$ cat src/rtl/eye_edge_pkg.sv
// Shared types for the eye right-edge search.
// Assumes: used by all modules of the search; no logic here.
package eye_edge_pkg;

    // Sweep controller states
    typedef enum logic [1:0] {
        ST_IDLE  = 2'd0,
        ST_SWEEP = 2'd1,
        ST_DONE  = 2'd2,
        ST_ERR   = 2'd3
    } sweep_state_t;

endpackage

$ cat src/rtl/eye_edge_cmp.sv
// Bitwise pattern compare: a step passes only when all bits match.
// Assumes: both words are valid in the same cycle; purely combinational.
module eye_edge_cmp #(
    parameter int DATA_W = 16
) (
    input  logic [DATA_W-1:0] cap_data_i,
    input  logic [DATA_W-1:0] exp_data_i,
    output logic              pass_o
);

    logic [DATA_W-1:0] bit_ok;

    // Per-bit equality lanes
    for (genvar g = 0; g < DATA_W; g++) begin : g_lane
        assign bit_ok[g] = ~(cap_data_i[g] ^ exp_data_i[g]);
    end

    // Step passes when every lane agrees
    assign pass_o = &bit_ok;

endmodule

$ cat src/rtl/eye_edge_ctrl.sv
// Sweep controller: steps the delay from zero, tracks whether any pass
// was seen, decides when the sweep ends, and issues field writes.
// Assumes: one valid result per delay setting; start ignored while sweeping.
module eye_edge_ctrl
    import eye_edge_pkg::*;
#(
    parameter int DLY_W = 6
) (
    input  logic             clk,
    input  logic             rst_n,
    input  logic             start_i,
    input  logic             step_valid_i,
    input  logic             step_pass_i,
    output logic [DLY_W-1:0] dly_o,
    output logic             found_o,
    output logic             busy_o,
    output logic             done_o,
    output logic             err_o,
    output logic             clr_o,
    output logic             wr_o,
    output logic [DLY_W-1:0] wr_val_o
);

    localparam logic [DLY_W-1:0] DLY_MAX = '1;
    localparam logic [DLY_W-1:0] DLY_ONE = DLY_W'(1);

    sweep_state_t     st_q;
    logic [DLY_W-1:0] dly_q;
    logic             found_q;
    logic             at_top;

    assign at_top = (dly_q == DLY_MAX);

    // State, delay and pass-seen tracking
    always_ff @(posedge clk) begin
        if (!rst_n) begin
            st_q    <= ST_IDLE;
            dly_q   <= '0;
            found_q <= 1'b0;
        end else begin
            case (st_q)
                ST_SWEEP: begin
                    if (step_valid_i) begin
                        if (step_pass_i) begin
                            found_q <= 1'b1;
                            if (at_top) st_q  <= ST_DONE;
                            else        dly_q <= dly_q + DLY_ONE;
                        end else if (found_q) begin
                            st_q <= ST_DONE;
                        end else if (at_top) begin
                            st_q <= ST_ERR;
                        end else begin
                            dly_q <= dly_q + DLY_ONE;
                        end
                    end
                end
                default: begin
                    if (start_i) begin
                        st_q    <= ST_SWEEP;
                        dly_q   <= '0;
                        found_q <= 1'b0;
                    end
                end
            endcase
        end
    end

    // Field write requests: every step writes, a closing fail rewinds by one
    always_comb begin
        clr_o    = start_i && (st_q != ST_SWEEP);
        wr_o     = (st_q == ST_SWEEP) && step_valid_i;
        wr_val_o = (!step_pass_i && found_q) ? (dly_q - DLY_ONE) : dly_q;
    end

    assign dly_o   = dly_q;
    assign found_o = found_q;
    assign busy_o  = (st_q == ST_SWEEP);
    assign done_o  = (st_q == ST_DONE);
    assign err_o   = (st_q == ST_ERR);

    AST_DLY_ADVANCE: assert property (@(posedge clk) disable iff (!rst_n)
        (busy_o && step_valid_i && step_pass_i && !at_top) |=> (dly_o == $past(dly_o) + DLY_ONE));

    AST_TOP_PASS_DONE: assert property (@(posedge clk) disable iff (!rst_n)
        (busy_o && step_valid_i && step_pass_i && at_top) |=> (done_o && !busy_o));

    AST_NO_PASS_ERR: assert property (@(posedge clk) disable iff (!rst_n)
        (busy_o && step_valid_i && !step_pass_i && !found_q && at_top) |=> (err_o && !done_o));

    AST_DONE_ERR_EXCL: assert property (@(posedge clk) disable iff (!rst_n)
        !(done_o && err_o));

endmodule

$ cat src/rtl/eye_edge_rec.sv
// Result field register: cleared on start, overwritten on each step write.
// Assumes: clear and write never both request in the same cycle.
module eye_edge_rec #(
    parameter int DLY_W = 6
) (
    input  logic             clk,
    input  logic             rst_n,
    input  logic             clr_i,
    input  logic             wr_i,
    input  logic [DLY_W-1:0] wr_val_i,
    output logic [DLY_W-1:0] field_o
);

    logic [DLY_W-1:0] field_q;

    // Hold the recorded delay
    always_ff @(posedge clk) begin
        if (!rst_n)     field_q <= '0;
        else if (clr_i) field_q <= '0;
        else if (wr_i)  field_q <= wr_val_i;
    end

    assign field_o = field_q;

    AST_IDLE_HOLD: assert property (@(posedge clk) disable iff (!rst_n)
        (!clr_i && !wr_i) |=> $stable(field_o));

endmodule

$ cat src/rtl/eye_edge_search.sv
// Top of the read data eye right-edge search. Joins the compare, the
// sweep controller and the result register, and packs the field into a
// byte with zeroed reserved bits.
// Assumes: RES_W >= DLY_W; capture results arrive for the delay on dly_o.
module eye_edge_search #(
    parameter int DLY_W  = 6,
    parameter int DATA_W = 16,
    parameter int RES_W  = 8
) (
    input  logic              clk,
    input  logic              rst_n,
    input  logic              start_i,
    input  logic              res_valid_i,
    input  logic [DATA_W-1:0] cap_data_i,
    input  logic [DATA_W-1:0] exp_data_i,
    output logic [DLY_W-1:0]  dly_o,
    output logic [RES_W-1:0]  result_o,
    output logic              busy_o,
    output logic              done_o,
    output logic              err_o
);

    localparam int RSV_W = RES_W - DLY_W;
    localparam logic [DLY_W-1:0] DLY_ONE = DLY_W'(1);

    logic             step_pass;
    logic             found;
    logic             clr;
    logic             wr;
    logic [DLY_W-1:0] wr_val;
    logic [DLY_W-1:0] field;

    eye_edge_cmp #(.DATA_W(DATA_W)) cmp_i (
        .cap_data_i (cap_data_i),
        .exp_data_i (exp_data_i),
        .pass_o     (step_pass)
    );

    eye_edge_ctrl #(.DLY_W(DLY_W)) ctrl_i (
        .clk          (clk),
        .rst_n        (rst_n),
        .start_i      (start_i),
        .step_valid_i (res_valid_i),
        .step_pass_i  (step_pass),
        .dly_o        (dly_o),
        .found_o      (found),
        .busy_o       (busy_o),
        .done_o       (done_o),
        .err_o        (err_o),
        .clr_o        (clr),
        .wr_o         (wr),
        .wr_val_o     (wr_val)
    );

    eye_edge_rec #(.DLY_W(DLY_W)) rec_i (
        .clk      (clk),
        .rst_n    (rst_n),
        .clr_i    (clr),
        .wr_i     (wr),
        .wr_val_i (wr_val),
        .field_o  (field)
    );

    // Pack the field under zeroed reserved bits
    if (RSV_W > 0) begin : g_pad
        assign result_o = {{RSV_W{1'b0}}, field};
    end else begin : g_nopad
        assign result_o = field;
    end

    AST_RSVD_ZERO: assert property (@(posedge clk) disable iff (!rst_n)
        (result_o >> DLY_W) == '0);

    AST_START_CLEARS: assert property (@(posedge clk) disable iff (!rst_n)
        (!busy_o && start_i) |=> (busy_o && dly_o == '0 && field == '0 && !done_o && !err_o));

    AST_STEP_WRITES: assert property (@(posedge clk) disable iff (!rst_n)
        (busy_o && res_valid_i && step_pass) |=> (field == $past(dly_o)));

    AST_REWIND_ON_FAIL: assert property (@(posedge clk) disable iff (!rst_n)
        (busy_o && res_valid_i && !step_pass && found) |=>
            (done_o && !busy_o && field == $past(dly_o) - DLY_ONE));

    AST_IDLE_IGNORES: assert property (@(posedge clk) disable iff (!rst_n)
        (!busy_o && !start_i) |=> ($stable(dly_o) && $stable(result_o) && $stable(done_o) && $stable(err_o)));

endmodule

$ cat config.mk
export PLATFORM = sky130hd
export DESIGN_NAME = eye_edge_search
export DESIGN_NICKNAME = d
export VERILOG_FILES = /design/src/rtl/eye_edge_pkg.sv /design/src/rtl/eye_edge_cmp.sv /design/src/rtl/eye_edge_ctrl.sv /design/src/rtl/eye_edge_rec.sv /design/src/rtl/eye_edge_search.sv
export SDC_FILE = /design/constraint.sdc
export NUM_CORES = 1
export LEC_CHECK = 0
export ABC_AREA = 1
export BUFFER_PORTS_ARGS = -buffer_cell sky130_fd_sc_hd__buf_2
export CAP_MARGIN = 10
export CORE_MARGIN = 2
export CORE_UTILIZATION = 35
export DETAILED_ROUTE_END_ITERATION = 16
export HOLD_SLACK_MARGIN = 0.05
export PLACE_DENSITY = 0.58
export SLEW_MARGIN = 0
export SYNTH_ARGS = -nofsm -noshare
export SYNTH_HDL_FRONTEND = slang
export SYNTH_SLANG_ARGS = --single-unit
$ cat constraint.sdc
create_clock -name clk -period 2.3 [get_ports clk]
set_input_delay 0.46 -clock clk [delete_from_list [all_inputs] [get_ports clk]]
set_output_delay 0.46 -clock clk [all_outputs]
set_load 0.02 [all_outputs]
Word-level counts from Yosys, hierarchy flattened --
Cells that the tools add are included.
Operators by class: add/subtract/negate cells 2, $mul 0, divide/modulo/power cells 0, magnitude comparators 0, eq/ne operators 10, shift-type cells 0, muxes and demuxes 18, bitwise gates (word level) 33, reductions and logical operators 10
Operators with widths (count):
- 2-to-1 mux 6 bit | 7
- NOT 1 bit | 17
- AND reduction 16 bit | 1
- bitwise XOR 1 bit | 16
- 2-to-1 mux 2 bit | 7
- adder 6 x 1 -> 6 bit, second input constant | 1
- equality test 6 bit, second input constant | 1
- AND reduction 3 bit | 2
- subtractor 6 x 1 -> 6 bit, second input constant | 1
- equality test 2 bit, second input constant | 2
- 2-to-1 mux 1 bit | 4
- inequality test 2 x 1 -> 1 bit, second input constant | 2
- AND reduction 4 bit | 1
- logical AND 1 bit | 3
- inequality test 3 x 1 -> 1 bit, second input constant | 1
- inequality test 3 x 2 -> 1 bit, second input constant | 1
- inequality test 3 bit, second input constant | 1
- equality test 2 x 1 -> 1 bit, second input constant | 1
- inequality test 2 bit, second input constant | 1
- nonzero test 2 bit | 1
- OR reduction 2 bit | 1
- zero test 1 bit | 1
Word-level totals: flip-flop bits (word level) 15, latch bits 0, memory bits (writable) 0, bits in read-only memories 0, bits of input ports 36, output and inout bits 17, logic and storage cells 77, memories kept 0

Longest topological paths before layout --
Gate-level depths: netlist of run 1.
word-level depth 6, gate-level depth with buffers 12, gate-level depth less buffers 12

Hierarchy --
Synthesis of run 1 repeated with hierarchy kept, for this count alone.
Unflattened totals: cell total of the unflattened synthesis 186, area, all modules 1124.8 um^2
By module, submodules not included:
- eye_edge_ctrl | instances 1, cells each 105, area each 653.1 um^2, sequential area each 180.2 um^2
- eye_edge_cmp | instances 1, cells each 51, area each 246.5 um^2, sequential area each 0.0 um^2
- eye_edge_rec | instances 1, cells each 27, area each 206.4 um^2, sequential area each 120.1 um^2
- eye_edge_search | instances 1, cells each 3, area each 18.8 um^2, sequential area each 0.0 um^2

Worst setup path after synthesis of run 1 --
Ideal clock, no wire load.
kind reg2reg, start reg ctrl_i.dly_q[1] (netlist: ctrl_i.dly_o[1]), end reg ctrl_i.st_q[0], library setup time 0.113 ns, data arrival time 1.402 ns, required time 2.187 ns, setup slack 0.786 ns, cell stages (with the launch flop) 9, path buffers 0, period minus slack after synthesis 1.514 ns, cells stage by stage dfxtp_1 -> ha_1 -> nand2_1 -> nor2_2 -> nand3_1 -> nand4_1 -> nand3_1 -> nor2_1 -> nor2_1
On the way: word-level cells in the longest chain between the ends 3, elaborated cells between the ends (all ways) 4, classes of those cells eq/ne: 3; reduce/logical: 1
RTL lines:
- start: declaration | RTL line eye_edge_ctrl.sv:28 | logic [DLY_W-1:0] dly_q;
- start signal: assignment | RTL line eye_edge_ctrl.sv:47 | else dly_q <= dly_q + DLY_ONE;
- start signal: assignment | RTL line eye_edge_ctrl.sv:53 | dly_q <= dly_q + DLY_ONE;
- equality test 6 bit (*) | RTL line eye_edge_ctrl.sv:32 | assign at_top = (dly_q == DLY_MAX);
- inequality test 3 bit (no line) / inequality test 3 x 1 -> 1 bit (equally long branches)
- AND reduction 4 bit (no line) (*)
- end signal: assignment | RTL line eye_edge_ctrl.sv:37 | st_q <= ST_IDLE;
- end signal: assignment | RTL line eye_edge_ctrl.sv:46 | if (at_top) st_q <= ST_DONE;
- end signal: assignment | RTL line eye_edge_ctrl.sv:49 | st_q <= ST_DONE;
- end: declaration | RTL line eye_edge_ctrl.sv:27 | sweep_state_t st_q;
Every way passes the cells marked *; elsewhere a longest branch is shown, timed or not. A chain may end at the register's enable or synchronous reset.

Worst setup path after layout of run 1 --
start reg ctrl_i.st_q[0], end out busy_o
On the way: word-level cells in the longest chain between the ends 1
RTL lines:
- equality test 2 x 1 -> 1 bit | RTL line eye_edge_ctrl.sv:77 | assign busy_o = (st_q == ST_SWEEP);
- end: declaration | RTL line eye_edge_search.sv:18 | output logic busy_o,
Every way passes these cells.

==> results.md, run 1 <==
* Clock Sinks at 15
* Post-cts sizing count at 0
* Nets at 318
* Filler cells at 440
* Sw Ratio at between 30% and 40%
* Maximum vdd drop at ~0.00030 V
* Comb pwr share at between 30% and 40%
* GRT Residual Overflow at 0
* DIE AREA at approximately 0.0043 mm²
* Clock transition at path regs at ~0.07 ns
* Sequential share of power at about two fifths
* Clk_lat worst skew at 0.25 ns
* Sequential area share after synthesis at a little under a quarter
* Switch Pwr at 0.285 mW
* Initial antenna violation count at 0
* Final WL at 2940 µm
* Synthesized instance count at between 200 and 250
* Final cell count without fillers at around 330
* Synth Cell Area at 0.00132 mm²
* Top_reg_cell synth: dfxtp_1
* RSZ-0062 raised after global routing: false
* DP Cell Count at 323
* Proportion of synthesized area in mux cells at 0%
* CTS tree: yes
* Total power at 0.791 mW
* Vias in the first global route at around 1.3k
* Unique masters post-synth at 28
* Largest net degree at the start of global routing at 15
* Maximum clock path buffer count at 2
* Final Util at roughly 45%
* Final setup vio count at 0
* Crit path capture type: output pin
* Post-place setup slack at between 0.5 and 0.6 ns
* Routed via count at 1,434
* Area after DPL at roughly 0.0016 mm²
* First-pass GRT wire length at between 5000 and 6000 µm
* Total CTS buffers at 3
* Post-CTS Setup Inserts at 0
* Share of cells above drive strength 1 at 23.7%
* Total GRT Usage at between 10% and 20%
* Core area at 0.00363 mm²
* Leakage at 0.985 nW
* Routability cong. at 0.812
* Area Growth Syn to Fin at 23.3%
* Vias per inst at between 4 and 5
* Startpoint types: flop
* CP arrival at 1.20 ns
* Number of synthesized flops with an enable pin at 0
* YS warnings at 0
* Hold WS at about 0.53 ns
* Highest net fanout along the worst path at 5
* # DRC at 0
* Max-Cap Viols at 0
* Yosys top cell area share at 22.7%
* HP Class: reg -> reg
* Critical path required time at between 1.5 and 2 ns
* N_diodes at 0
* Post-Synth Simple-Gate Area at 48.1%
* First drt pass iteration count at 4
* Cell-internal power at 0.505 mW
* Buffers added on ports at 50
* Effective utilization at floorplan at between 30% and 40%
* Row count at 22
* Final Skew at ~0.0022 ns
* Final instance area at between 0.0015 and 0.002 mm²
* Synth Area in Compound Gates at about 7.8%
* Io pins at between 50 and 60
* Adder-Cell Fraction of Synth Area at approximately 1.9%
* FMAX at approximately 0.6 GHz
* Fin. max-slew vios at 0
* HPWL Detailed at 2460 µm
* Die Width at about 65 µm
* Slack of the critical path at between 0.6 and 0.7 ns
* Initial DRC count at 38
* Clock power share at 27.7%
* CTS Root Cell: clkbuf_8
* Synth Register Bits at 15
* Post-DR wirelength/cell at approximately 9 µm
* Power per cell area at just under 500 mW/mm²
* Avg Cell Area, Syn at between 5 and 6 µm²
* DRT antenna net count at 0
* Hold Fails Final Rpt at 0
* Die H at 65.4 µm
* Tmin final at 1.66 ns
* Synth Area in XOR/XNOR at under 10%
* CTS H-tree lvls at 1
* Ys async rst share at 0%
* Sum of negative setup slack at 0 ns
* Main combinational cell family by area after synthesis: simple AND/OR/NAND/NOR gates
* Final worst-path cycle share at between 70% and 80%
* CP Class: reg -> out
* Top cells by area, synth: dfxtp_1 (23%), nand2_1 (20%), nor2_1 (12%)
* Outcome: finished clean
* Largest area contributor in the netlist: dfxtp_1
* Hold_buf cts at 0
==> state kept, by name (all words and copies together), names as in the netlist <==
signal,cells
ctrl_i.st_q,2
ctrl_i.dly_o,6
ctrl_i.found_o,1
rec_i.field_o,6
==> metal layers <==
layer | routed length [µm] | track usage (%) | vias up | part of all wire (%)
met1 | 1420 | 18.9 | 615 | 48
met4 | 14 | 2.34 | 0 | 0.48
met2 | 1370 | 25.9 | 28 | 46
met3 | 137 | 3.25 | 2 | 4.7
li1 | - | - | 789 | -
met5 | 0 | 0 | - | 0
==> cells in the mapped netlist (2+ instances only) <==
cell      n
nand2_1  71
nor2_1   42
inv_1    39
dfxtp_1  15
nand3_1  11
nand4_1   7
buf_4     6
o21ai_0   6
o21a_1    5
xor2_1    4
a21oi_1   3
nor2_2    3
ha_1      2
nand2_2   2
nand3_2   2
==> power groups by stage <==
stage          Clock (mW)  Combinational (mW)  Sequential (mW)
2_1_floorplan           0               0.178            0.322
3_3_place_gp            0               0.268            0.312
3_5_place_dp            0               0.269            0.311
4_1_cts             0.222               0.270            0.305
5_1_grt             0.237               0.307            0.309
6_report            0.219               0.267            0.304
==> final timing paths <==
| check | startpoint | endpoint | slack [ns] | cells after the start |
|---|---|---|---|---|
| max | ctrl_i.st_q[0] | busy_o | 0.64 | 3 |
| min | ctrl_i.st_q[1] | ctrl_i.st_q[1] | 0.53 | 2 |
| max reg2reg | ctrl_i.st_q[0] | rec_i.field_o[2] | 0.67 | 9 |
| min reg2reg | ctrl_i.st_q[1] | ctrl_i.st_q[1] | 0.53 | 2 |
==> critical path: stages (launching register included) <==
cell     delay (ns)
dfxtp_1        0.34
inv_1          0.06
nor2_1         0.30
buf_2          0.25
==> kinds of logic (layout without fill, tap and decap cells) <==
| group | after synthesis | after routing |
|---|---|---|
| AOI/OAI and AO/OA | 17 | 17 |
| xor gates and xnor gates | 5 | 5 |
| adders and majority gates | 2 | 2 |
| DFF | 15 | 15 |
| and+or+nand+nor | 143 | 143 |
| buffers and inverters | 48 | 95 |
| other | 1 | 2 |
==> layout make-up <==
cell class | count | area, µm² | share of cell area (%)
clock inverters | 1 | 5.00 | 0.307
clock buffers | 3 | 41.3 | 2.53
well taps | 48 | 60.1 | 3.69
flip-flops and latches | 15 | 300 | 18.4
repair buffers | 51 | 258 | 15.8
multi-input cells | 169 | 815 | 50.0
inverters | 40 | 150 | 9.22
==> cells in the final DEF, fill, tap and decap left out, drive strengths merged <==
cell / instances
nand2: 75
buf: 51
nor2: 45
inv: 40
dfxtp: 15
nand3: 14
nand4: 7
o21ai: 6
o21a: 5
xor2: 4
a21oi: 3
clkbuf: 3
ha: 2
conb: 2
xnor2: 1
o21bai: 1
nand3b: 1
a31oi: 1
nor3: 1
o22ai: 1
clkinv: 1
Power figures use the tool's default switching activity.
==> run 2: changes to the inputs <==
==> constraint.sdc (replaced) <==
create_clock -name clk -period 1.7 [get_ports clk]
set_input_delay 0.34 -clock clk [delete_from_list [all_inputs] [get_ports clk]]
set_output_delay 0.34 -clock clk [all_outputs]
set_load 0.02 [all_outputs]
==> results.md, run 2 (synthesis results as in run 1) <==
* Outcome: finished clean (unchanged)
* Max-Cap Viols at 0 (unchanged)
* Die H at 65.4 µm (unchanged)
* Vias per inst at 4.37 (was 4.39)
* Share of cells above drive strength 1 at 24.8% (was 23.7%)
* DRT antenna net count at 0 (unchanged)
* Highest net fanout along the worst path at 4 (was 5)
* R2R Path End: ctrl_i.st_q[0] (was rec_i.field_o[2])
* CTS H-tree lvls at 1 (unchanged)
* CP arrival at 1.60 ns (was 1.20 ns)
* Fin. max-slew vios at 0 (unchanged)
* First-pass GRT wire length at 5110 µm (was 5180 µm)
* # DRC at 0 (unchanged)
* Startpoint types: flop (unchanged)
* CTS tree: yes (unchanged)
* Vias in the first global route at 1,276 (was 1,285)
* Worst Hold Launch: rst_n (was ctrl_i.st_q[1])
* Final cell count without fillers at 330 (was 327)
* CTS Root Cell: clkbuf_8 (unchanged)
* Uppermost layer routed: met3 (was met4)
* Initial antenna violation count at 0 (unchanged)
* Post-DR wirelength/cell at 9.08 µm (was 8.99 µm)
* N_diodes at 0 (unchanged)
* M1 wire length at 1440 µm (was 1420 µm)
* Hold Fails Final Rpt at 0 (unchanged)
* Commonest non-fill, non-tap cell in the layout: nand2_1 (unchanged)
* Leakage at 1.00 nW (was 0.985 nW)
* Final worst-path cycle share at 85.4%
* Area Growth Syn to Fin at 25.2% (was 23.3%)
* Core area at 0.00363 mm² (unchanged)
* Most frequent cells in the layout: nand2_1 (71), buf_2 (50), nor2_1 (41) (was nand2_1 (71), buf_2 (50), nor2_1 (42))
* HPWL Detailed at 2490 µm (was 2460 µm)
* Total power at 1.08 mW (was 0.791 mW)
* CP Class: reg -> reg (was reg -> out)
* Post-CTS Setup Inserts at 0 (unchanged)
* Met2 WL post-DR at 1390 µm (was 1370 µm)
* Total CTS buffers at 3 (unchanged)
* FMAX at about 0.69 GHz
* FF-to-FF Start: ctrl_i.dly_o[0] (was ctrl_i.st_q[0])
* Critical path required time at 1.85 ns (was 1.84 ns)
* Hold-critical path endpoint: ctrl_i.st_q[0] (was ctrl_i.st_q[1])
* Die Width at 65.4 µm (unchanged)
* First drt pass iteration count at 4 (unchanged)
* Hold path cells at 3 (was 2)
* R2R setup slack at 0.25 ns (was 0.67 ns)
* Nets at 321 (was 318)
* Total GRT Usage at 14.9% (was 14.8%)
* Routability cong. at 0.840 (was 0.812)
* Routed via count at 1,442 (was 1,434)
* Effective utilization at floorplan at 36.4% (unchanged)
* Final WL at 3000 µm (was 2940 µm)
* Initial DRC count at 59 (was 38)
* Crit path capture type: flop (was output pin)
* Io pins at 53 (unchanged)
* Buffers added on ports at 50 (unchanged)
* Routed wl met3 at 166 µm (was 137 µm)
* Largest net degree at the start of global routing at 15 (unchanged)
* Power per cell area at 654 mW/mm² (was 485 mW/mm²)
* RSZ-0062 raised after global routing: false (unchanged)
* HP Class: in -> reg (was reg -> reg)
* Maximum clock path buffer count at 2 (unchanged)
* Reg2reg path depth at 8 (was 9)
* DP Cell Count at 326 (was 323)
* Clock transition at path regs at 0.07 ns (about the same)
* Sum of negative setup slack at 0 ns (unchanged)
* Final Skew at 0.00439 ns (was 0.00217 ns)
* DIE AREA at 0.00428 mm² (unchanged)
* Clock Sinks at 15 (unchanged)
* GRT Residual Overflow at 0 (unchanged)
* Row count at 22 (unchanged)
* Hold_buf cts at 0 (unchanged)
* Final setup vio count at 0 (unchanged)
* Tmin final at about 1.5 ns
* Clk_lat worst skew at 0.25 ns (about the same)
* Maximum vdd drop at 0.000364 V (was 0.000298 V)
==> run 2: what timing repair did <==
action                                  in CTS  in global routing
hold endpoints to repair                     0                  0
endpoints found under the setup margin       0                  1
gates resized for setup                      0                  1
==> run 2: cell type report <==
type	instances	area (µm²)
fillers	423	1980
multi-input cells	169	817
flip-flops and latches	15	300
repair buffers	54	280
inverters	40	150
well taps	48	60.1
clock buffers	3	41.3
clock inverters	1	5.00
==> run 2: worst max-delay path by stage <==
stage,slack [ns],end,from,cells after the start
floorplan,0.19,ctrl_i.st_q[0],ctrl_i.dly_o[1],8
global placement,0.09,rec_i.field_o[0],exp_data_i[14],12
detailed placement,0.11,rec_i.field_o[0],exp_data_i[10],13
CTS,0.16,rec_i.field_o[2],ctrl_i.st_q[0],9
global route,0.03,rec_i.field_o[2],ctrl_i.st_q[0],9
finish,0.25,ctrl_i.st_q[0],ctrl_i.dly_o[0],8
==> run 2: stage by stage <==
| step | hold WS, ns | instance area, µm² | setup slack, ns | utilization [%] |
|---|---|---|---|---|
| 3_5_place_dp | 0.519 | 1610 | 0.107 | 44.2 |
| 5_1_grt | 0.431 | 1650 | 0.0318 | 45.5 |
| 3_3_place_gp | 0.530 | 1610 | 0.0898 | 44.2 |
| 2_1_floorplan | 0.476 | 1330 | 0.186 | - |
| 4_1_cts | 0.402 | 1650 | 0.163 | 45.5 |
| 6_report | 0.412 | 1650 | 0.248 | 45.5 |
==> run 2: critical path, stage by stage (launching register included) <==
cell and delay (ns):
dfxtp_1 0.34, ha_1 0.20, nand2_1 0.07, nor2_2 0.15, nand3_1 0.20, nand4_1 0.16, nand3_1 0.09, nor2_1 0.10
nor2_1 0.05
==> run 2: routing by layer <==
layer	track usage (%)	up-vias
li1	-	797
met1	18.5	610
met2	27.0	35
met3	3.25	0
met4	1.56	0
met5	0	-
==> run 2: where the power goes <==
group / internal [mW] / switching [mW] / total (mW)
logic: 0.154 / 0.230 / 0.384
registers: 0.378 / 0.0254 / 0.403
clock network: 0.162 / 0.132 / 0.294
total: 0.694 / 0.388 / 1.08
==> run 3: changes to the inputs <==
--- a/config.mk
+++ b/config.mk
@@ -12,7 +12,6 @@
 export CORE_UTILIZATION = 35
 export DETAILED_ROUTE_END_ITERATION = 16
 export HOLD_SLACK_MARGIN = 0.05
-export PLACE_DENSITY = 0.58
 export SLEW_MARGIN = 0
 export SYNTH_ARGS = -nofsm -noshare
 export SYNTH_HDL_FRONTEND = slang
==> constraint.sdc (replaced) <==
create_clock -name clk -period 1.7 [get_ports clk]
set_input_delay 0.255 -clock clk [delete_from_list [all_inputs] [get_ports clk]]
set_output_delay 0.255 -clock clk [all_outputs]
set_load 0.02 [all_outputs]
==> results.md, run 3 (synthesis results as in run 1) <==
* Outcome: finished clean (unchanged)
* Maximum vdd drop at 0.000443 V (was 0.000364 V)
* Effective utilization at floorplan at 36.4% (unchanged)
* Routability cong. at 0.847 (was 0.840)
* N_diodes at 0 (unchanged)
* FMAX at 0.658 GHz (was 0.689 GHz)
* Final setup vio count at 0 (unchanged)
* Power per cell area at 657 mW/mm² (was 654 mW/mm²)
* Commonest non-fill, non-tap cell in the layout: nand2_1 (unchanged)
* DIE AREA at 0.00428 mm² (unchanged)
* Clock Sinks at 15 (unchanged)
* CTS tree: yes (unchanged)
* Row count at 22 (unchanged)
* Hold Fails Final Rpt at 0 (unchanged)
* Area after DPL at 0.00161 mm² (unchanged)
* Highest net fanout along the worst path at 9 (was 4)
* Hold WS at 0.321 ns (was 0.412 ns)
* CTS H-tree lvls at 1 (unchanged)
* R2R Path End: ctrl_i.dly_o[3] (was ctrl_i.st_q[0])
* Hold-critical path endpoint: ctrl_i.st_q[0] (unchanged)
* Reg2reg path depth at 8 (unchanged)
* DRT antenna net count at 0 (unchanged)
* Buffers added on ports at 50 (unchanged)
* Clock transition at path regs at 0.06 ns (was 0.07 ns)
* Die H at 65.4 µm (unchanged)
* Most frequent cells in the layout: nand2_1 (71), buf_2 (50), nor2_1 (42) (was nand2_1 (71), buf_2 (50), nor2_1 (41))
* GRT Residual Overflow at 0 (unchanged)
* Total CTS buffers at 3 (unchanged)
* Leakage at 1.00 nW (about the same)
* Core area at 0.00363 mm² (unchanged)
* Maximum clock path buffer count at 2 (unchanged)
* HPWL Detailed at 2520 µm (was 2490 µm)
* Worst Hold Launch: rst_n (unchanged)
* Final Util at 45.5% (about the same)
* Filler cells at 414 (was 423)
* First-pass GRT wire length at 5180 µm (was 5110 µm)
* Final WL at 3050 µm (was 3000 µm)
* First drt pass iteration count at 4 (unchanged)
* Max-Cap Viols at 0 (unchanged)
* CP Class: reg -> out (was reg -> reg)
* Initial antenna violation count at 0 (unchanged)
* Clk_lat worst skew at 0.25 ns (about the same)
* Sum of negative setup slack at 0 ns (unchanged)
* Vias in the first global route at 1,291 (was 1,276)
* RSZ-0062 raised after global routing: false (unchanged)
* # DRC at 0 (unchanged)
* Post-place setup slack at 0.169 ns (was 0.107 ns)
* Slack of the critical path at 0.181 ns (was 0.248 ns)
* Fin. max-slew vios at 0 (unchanged)
* Hold path cells at 3 (unchanged)
* Crit path capture type: output pin (was flop)
* Share of cells above drive strength 1 at 24.8% (unchanged)
* Post-DR wirelength/cell at 9.25 µm (was 9.08 µm)
* Io pins at 53 (unchanged)
* Largest net degree at the start of global routing at 15 (unchanged)
* Startpoint types: flop (unchanged)
* HP Class: in -> reg (unchanged)
* Final Skew at 0.00349 ns (was 0.00439 ns)
* Total GRT Usage at 15.2% (was 14.9%)
* Initial DRC count at 39 (was 59)
* Routed via count at 1,461 (was 1,442)
* Nets at 321 (unchanged)
* FF-to-FF Start: ctrl_i.st_q[0] (was ctrl_i.dly_o[0])
* Final instance area at 0.00165 mm² (about the same)
* CTS Root Cell: clkbuf_8 (unchanged)
* Die Width at 65.4 µm (unchanged)
* Vias per inst at 4.43 (was 4.37)
* Area Growth Syn to Fin at 25.0% (was 25.2%)
* CP arrival at 1.26 ns (was 1.60 ns)
* Final worst-path cycle share at 89.4% (was 85.4%)
* Critical path required time at 1.44 ns (was 1.85 ns)
* R2R setup slack at 0.23 ns (was 0.25 ns)
* Tmin final at 1.52 ns (was 1.45 ns)
run 3: cell counts in the layout (fill, tap and decap cells not counted):
Identical to the previous run, type by type.
run 3: worst max-delay path by stage:
stage	endpoint	slack (ns)	cells after the start	startpoint
global placement	rec_i.field_o[0]	0.18	12	exp_data_i[14]
CTS	busy_o	0.16	4	ctrl_i.st_q[0]
global route	ctrl_i.dly_o[3]	0.03	8	ctrl_i.st_q[0]
finish	busy_o	0.18	4	ctrl_i.st_q[0]
floorplan	ctrl_i.st_q[0]	0.19	8	ctrl_i.dly_o[1]
detailed placement	rec_i.field_o[0]	0.17	12	exp_data_i[13]
run 3: timing repair:
action,in CTS,in global routing
endpoints found under the setup margin,0,1
setup buffers,0,0
resized for setup,0,1
hold endpoints to repair,0,0
hold buffers,0,0
run 3: power by group:
group	switching [mW]	internal [mW]	total, mW
combinational	0.232	0.154	0.386
sequential	0.0253	0.378	0.404
clock	0.133	0.163	0.295
run 3: layout make-up:
class                           instances  area (µm²)  share of cell area (%)
Tap cell                               48        60.1                    3.64
Timing Repair Buffer                   54         280                    17.0
Sequential cell                        15         300                    18.2
Inverter                               40         150                    9.09
Multi-Input combinational cell        169         815                    49.3
Clock buffer                            3        41.3                    2.50
Clock inverter                          1        5.00                   0.303
run 3: per-layer routing:
layer	routed length, µm	share of wire (%)	track usage (%)
met4	58	1.9	5.21
met1	1400	46	18.0
met3	170	5.6	3.42
met2	1420	47	26.8
met5	0	0	0
run 3: critical path: stages, from the launching register on:
cell,delay (ns)
dfxtp_1,0.36
inv_1,0.06
nor2_1,0.18
buf_4,0.22
buf_2,0.18
run 3: per-stage QoR:
step,total power [mW],cells
after floorplan,0.676,232
after detailed placement,0.798,326
after CTS,1.10,330
after global placement,0.796,326
after global routing,1.17,330
final,1.08,330
